[src/rtl/quad_intc_pkg.sv]
package quad_intc_pkg;

    typedef enum logic [1:0] {
        ST_RUN  = 2'd0,
        ST_SVC  = 2'd1,
        ST_DOZE = 2'd2
    } intc_state_e;

    localparam int CTL_W = 8;
    localparam int B_GIE = 7;
    localparam int B_EEE = 6;
    localparam int B_TME = 5;
    localparam int B_PNE = 4;
    localparam int B_PCE = 3;
    localparam int B_TMF = 2;
    localparam int B_PNF = 1;
    localparam int B_PCF = 0;

endpackage

[src/rtl/intc_pin_edge.sv]
module intc_pin_edge #(
    parameter int SYNC_STAGES = 2
) (
    input  logic clk,
    input  logic rst_n,
    input  logic pin_async,
    input  logic rise_sel,
    output logic edge_hit
);
    logic [SYNC_STAGES-1:0] sync_q;
    logic                   settled;
    logic                   last_q;

    for (genvar i = 0; i < SYNC_STAGES; i++) begin : g_stage
        if (i == 0) begin : g_first
            always_ff @(posedge clk or negedge rst_n) begin
                if (!rst_n) sync_q[i] <= 1'b0;
                else        sync_q[i] <= pin_async;
            end
        end else begin : g_next
            always_ff @(posedge clk or negedge rst_n) begin
                if (!rst_n) sync_q[i] <= 1'b0;
                else        sync_q[i] <= sync_q[i-1];
            end
        end
    end

    assign settled = sync_q[SYNC_STAGES-1];

    always_ff @(posedge clk or negedge rst_n) begin
        if (!rst_n) last_q <= 1'b0;
        else        last_q <= settled;
    end

    always_comb begin
        if (rise_sel) edge_hit = settled & ~last_q;
        else          edge_hit = ~settled & last_q;
    end
endmodule

[src/rtl/intc_port_change.sv]
module intc_port_change #(
    parameter int PORT_W = 4
) (
    input  logic              clk,
    input  logic              rst_n,
    input  logic [PORT_W-1:0] port_in,
    input  logic [PORT_W-1:0] port_dir,
    input  logic              port_rd,
    output logic              change
);
    logic [PORT_W-1:0] snap_q;
    logic [PORT_W-1:0] diff;

    always_ff @(posedge clk or negedge rst_n) begin
        if (!rst_n)       snap_q <= '0;
        else if (port_rd) snap_q <= port_in;
    end

    always_comb begin
        diff   = (port_in ^ snap_q) & port_dir;
        change = (|diff) & ~port_rd;
    end
endmodule

[src/rtl/intc_seq_fsm.sv]
module intc_seq_fsm
    import quad_intc_pkg::*;
(
    input  logic clk,
    input  logic rst_n,
    input  logic ack,
    input  logic reti,
    input  logic sleep_en,
    output logic asleep,
    output logic in_svc
);
    intc_state_e state_q;
    intc_state_e state_d;

    always_comb begin
        state_d = state_q;
        unique case (state_q)
            ST_RUN: begin
                if (ack)           state_d = ST_SVC;
                else if (sleep_en) state_d = ST_DOZE;
            end
            ST_SVC: begin
                if (reti) state_d = ST_RUN;
            end
            ST_DOZE: begin
                if (!sleep_en) state_d = ST_RUN;
            end
            default: state_d = ST_RUN;
        endcase
    end

    always_ff @(posedge clk or negedge rst_n) begin
        if (!rst_n) state_q <= ST_RUN;
        else        state_q <= state_d;
    end

    always_comb begin
        asleep = 1'b0;
        in_svc = 1'b0;
        unique case (state_q)
            ST_RUN:  ;
            ST_SVC:  in_svc = 1'b1;
            ST_DOZE: asleep = 1'b1;
            default: ;
        endcase
    end
endmodule

[src/rtl/quad_intc.sv]
module quad_intc
    import quad_intc_pkg::*;
#(
    parameter int PORT_W      = 4,
    parameter int SYNC_STAGES = 2
) (
    input  logic              clk,
    input  logic              rst_n,
    input  logic              ctl_wr_en,
    input  logic [7:0]        ctl_wr_data,
    output logic [7:0]        ctl_rd_data,
    input  logic              edge_sel,
    input  logic              ext_pin,
    input  logic              tmr_wrap,
    input  logic [PORT_W-1:0] port_in,
    input  logic [PORT_W-1:0] port_dir,
    input  logic              port_rd,
    input  logic              eep_done,
    input  logic              eep_clr,
    output logic              eep_flag,
    input  logic              ack,
    input  logic              reti,
    input  logic              sleep_en,
    output logic              irq,
    output logic              wake,
    output logic              asleep,
    output logic              in_svc
);
    logic [CTL_W-1:0] ctl_q;
    logic [CTL_W-1:0] ctl_d;
    logic             eep_q;
    logic             pin_hit;
    logic             port_chg;
    logic             pin_pair;
    logic             pc_pair;
    logic             tm_pair;
    logic             ee_pair;

    intc_pin_edge #(.SYNC_STAGES(SYNC_STAGES)) u_pin (
        .clk      (clk),
        .rst_n    (rst_n),
        .pin_async(ext_pin),
        .rise_sel (edge_sel),
        .edge_hit (pin_hit)
    );

    intc_port_change #(.PORT_W(PORT_W)) u_port (
        .clk     (clk),
        .rst_n   (rst_n),
        .port_in (port_in),
        .port_dir(port_dir),
        .port_rd (port_rd),
        .change  (port_chg)
    );

    intc_seq_fsm u_fsm (
        .clk     (clk),
        .rst_n   (rst_n),
        .ack     (ack),
        .reti    (reti),
        .sleep_en(sleep_en),
        .asleep  (asleep),
        .in_svc  (in_svc)
    );

    always_comb begin
        ctl_d = ctl_q;
        if (ctl_wr_en) ctl_d = ctl_wr_data;
        if (ack)       ctl_d[B_GIE] = 1'b0;
        else if (reti) ctl_d[B_GIE] = 1'b1;
        if (pin_hit)              ctl_d[B_PNF] = 1'b1;
        if (tmr_wrap && !asleep)  ctl_d[B_TMF] = 1'b1;
        if (port_chg)             ctl_d[B_PCF] = 1'b1;
    end

    always_ff @(posedge clk or negedge rst_n) begin
        if (!rst_n) ctl_q <= '0;
        else        ctl_q <= ctl_d;
    end

    always_ff @(posedge clk or negedge rst_n) begin
        if (!rst_n)        eep_q <= 1'b0;
        else if (eep_done) eep_q <= 1'b1;
        else if (eep_clr)  eep_q <= 1'b0;
    end

    always_comb begin
        tm_pair  = ctl_q[B_TME] & ctl_q[B_TMF];
        pin_pair = ctl_q[B_PNE] & ctl_q[B_PNF];
        pc_pair  = ctl_q[B_PCE] & ctl_q[B_PCF];
        ee_pair  = ctl_q[B_EEE] & eep_q;
        irq      = ctl_q[B_GIE] & (tm_pair | pin_pair | pc_pair | ee_pair);
        wake     = asleep & (pin_pair | pc_pair);
    end

    assign ctl_rd_data = ctl_q;
    assign eep_flag    = eep_q;
endmodule

[config.mk]
export PLATFORM = sky130hd
export DESIGN_NAME = quad_intc
export DESIGN_NICKNAME = d
export VERILOG_FILES = /design/src/rtl/quad_intc_pkg.sv /design/src/rtl/intc_pin_edge.sv /design/src/rtl/intc_port_change.sv /design/src/rtl/intc_seq_fsm.sv /design/src/rtl/quad_intc.sv
export SDC_FILE = /design/constraint.sdc
export NUM_CORES = 1
export LEC_CHECK = 0
export ABC_AREA = 1
export BUFFER_PORTS_ARGS = -buffer_cell sky130_fd_sc_hd__buf_2
export CAP_MARGIN = 40
export CORE_MARGIN = 8
export CORE_UTILIZATION = 30
export CTS_CLUSTER_SIZE = 40
export DETAILED_ROUTE_END_ITERATION = 12
export PLACE_DENSITY_LB_ADDON = 0.05
export SLEW_MARGIN = 20
export SYNTH_ARGS = -nofsm -noshare
export SYNTH_HDL_FRONTEND = slang
export SYNTH_HIERARCHICAL = 1
export SYNTH_SLANG_ARGS = --single-unit
[constraint.sdc]
create_clock -name clk -period 1.7 [get_ports clk]
set_input_delay 0.17 -clock clk [delete_from_list [all_inputs] [get_ports clk]]
set_output_delay 0.17 -clock clk [all_outputs]
set_load 0.01 [all_outputs]
==> results.yml <==
run_status:
  status: "complete, no violations"
sta:
  slew-limit-headroom: 0.7397
  rsz0062_at_grt: "false"
  clock.fmax_mhz: 740.9
  clock_skew_ns: 0.002318
  slew_viol_final: 0
  finalSetupViolCount: 0
  layout_min_cycle_time_ns: 1.350
  hold_viol: 0
  period_share: 0.7939
  tightestPinTransition_ns: 0.3904
  tns_ns: 0
  holdWs_ns: 0.05669
final_layout:
  fin_util: 0.4087
  syn2layout_area_growth_pct: 31.13
  final_cells: 188
  diodes: 0
  layout-drive-gt1-share: 0.2930
  finalNetCount: 187
synth:
  syn_inst: 114
  syn_area_per_cell_um2: 7.474
  synth_seq_area_share: 0.5286
  synth_edf_count: 0
  synth_area_leaders: "dfrtp_1 53%, nand2_1 21%, inv_1 7.5%"
  ys_ff_latch: 18
  yosys.area.top_type_share: 0.5286
  synth_most_common_cell: "nand2_1"
  syn_nets: 142
  yosys_warnings: 6
  ys_top_cells_by_count: "47 x nand2_1, 18 x dfrtp_1, 17 x inv_1"
  yosys.cell_types.count: 13
  syn_area_um2: 852.1
  async_flop_share: 1.000
  dominantRegCellSynth: "dfrtp_1"
  yosysTopAreaCell: "dfrtp_1"
global_routing:
  grt_pass1_wl_um: 3663
  grt_max_degree: 19
  grt_pass1_vias: 873
  antenna_found_initial: 0
  grt_use_total: 0.09002
  grt_overflow: 0
place:
  dpl.hpwl_um: 1754
  portBuffers: 40
  numPlacedInstances: 183
  gp_congestion: 0.7476
flow_run:
  drv_cap: 0
clock_network:
  ctsResizeCount: 0
  cts_root_buf: "clkbuf_4"
  clock_latency_ns: 0.28
  cts_tree: "done"
  cts_max_level: 1
  clk_path_buf_depth: 2
  cts.sinks: 18
  cts.clk_slew.worst_paths_ns: 0.09
  numCtsBuffers: 3
die:
  placement_rows: 19
  fp.dieH_um: 69.30
  dieWidth_um: 69.30
  io_pins: 41
  initial_core_util: 0.3117
  core_um2: 2734
  die-area_um2: 4802
drt:
  viasPerCell: 4.410
  routed_wl_um: 2150
  drc_errors: 0
  wl_met3_um: 166
  wl_per_cell_um: 11.44
  postRouteAntennaNets: 0
  num_vias: 829
  wl_met2_um: 1016
  highest_layer: "met4"
  first_pass_iters: 4
  drtIter0Drc: 20
  met1_length_um: 954
power:
  leakage_uw: 0.0006765
  power.share.switching: 0.3096
  peakVddDrop_mv: 0.3992
  p_sw_uw: 296.3
  seq_power_share: 0.534
  total_power_uw: 957.0
  power.share.clock: 0.209
  powerDensity_nw_per_um2: 856.5
  internal_power_uw: 660.7
  combPwrFrac: 0.257
setup_path:
  startpoint: "u_fsm/state_q[1]$_DFFE_PN0P_"
  r2r-start: "u_port/snap_q[1]$_DFFE_PN0P_"
  cp-end-kind: "output port"
  rrSetupSlack_ns: 0.67
  crit_arrival_ns: 1.18
  worstRegToRegCells: 8
  crit_required_ns: 1.53
  rr_endpoint: "ctl_rd_data[0]$_DFFE_PN0P_"
  critical_path_peak_fanout: 4
  critPathCapture: "wake"
  crit_type: "flop to output port"
  startpoint_type: "flop"
worst_hold_path:
  hold_depth: 2
  hold_class: "primary input to flop"
  hp-start: "eep_clr"
## flip-flops by register name, summed over array words and instances, names as in the netlist
name and count:
ctl_rd_data 8, u_pin/settled 1, u_port/snap_q 4, u_pin/sync_q 1
eep_flag 1, u_pin/last_q 1, u_fsm/state_q 2
## cell type report
type	count	area, µm²
Clock buffer	3	22.52
Fill cell	299	1617
Inverter	20	77.57
Multi-Input combinational cell	74	307.8
Sequential cell	18	450.4
Tap cell	31	38.79
Timing Repair Buffer	42	220.2
## power by group through the flow
stage / registers, µW / logic (µW) / clock network, µW
global placement: 517 / 242 / 0
finish: 511 / 246 / 200
detailed placement: 520 / 249 / 0
CTS: 511 / 254 / 218
floorplan: 525 / 133 / 0
global route: 517 / 284 / 234
## placed cells by master (no fill, tap or decap)
master,instances
dlygate4sd3_1,2
buf_2,40
dfrtp_1,18
clkbuf_4,3
inv_1,17
o21bai_1,1
o21ai_0,4
nand3_1,10
nand2_1,47
nand4_1,2
inv_4,1
a21oi_1,3
nor2_1,7
inv_2,2
## cells by family (layout without fill, tap and decap cells)
logic type	Yosys count	after routing	share of synthesized area
buffers and inverters	22	65	0.1101
flip-flops	18	18	0.5286
AO/OA/AOI/OAI	8	8	0.04993
AND/OR/NAND/NOR	66	66	0.3113
## per-stage QoR
stage / worst slack, ns / area, µm²
6_report: 0.3504 / 1117
5_1_grt: 0.1897 / 1117
4_1_cts: 0.3154 / 1117
2_1_floorplan: 0.6365 / 852.1
3_5_place_dp: 0.6520 / 1075
3_3_place_gp: 0.6972 / 1075
## how the worst min path moves through the flow
| stage | slack (ns) | endpoint |
|---|---|---|
| 2_1_floorplan | -0.13 | ctl_rd_data[0]$_DFFE_PN0P_ |
| 5_1_grt | 0.05 | eep_flag$_DFFE_PN0P_ |
| 3_5_place_dp | 0.12 | ctl_rd_data[5]$_DFFE_PN0P_ |
| 3_3_place_gp | 0.13 | ctl_rd_data[5]$_DFFE_PN0P_ |
| 6_report | 0.06 | eep_flag$_DFFE_PN0P_ |
| 4_1_cts | 0.04 | eep_flag$_DFFE_PN0P_ |
## critical path, cell delays in order, from the launching register on
cell and delay, ns:
dfrtp_1 0.39, inv_2 0.06, nor2_1 0.11, inv_1 0.07, a21oi_1 0.11, buf_2 0.15
## per-layer routing
| layer | vias up | global-route usage |
|---|---|---|
| li1 | 433 | - |
| met1 | 370 | 0.09882 |
| met2 | 24 | 0.1496 |
| met3 | 2 | 0.04721 |
| met4 | 0 | 0.02050 |
| met5 | - | 0 |
## timing repair
item / CTS / global route
hold buffers: 2 / 0
hold endpoints to repair: 19 / 0
buffers inserted: 0 / 0
Power figures use the tool's default switching activity.
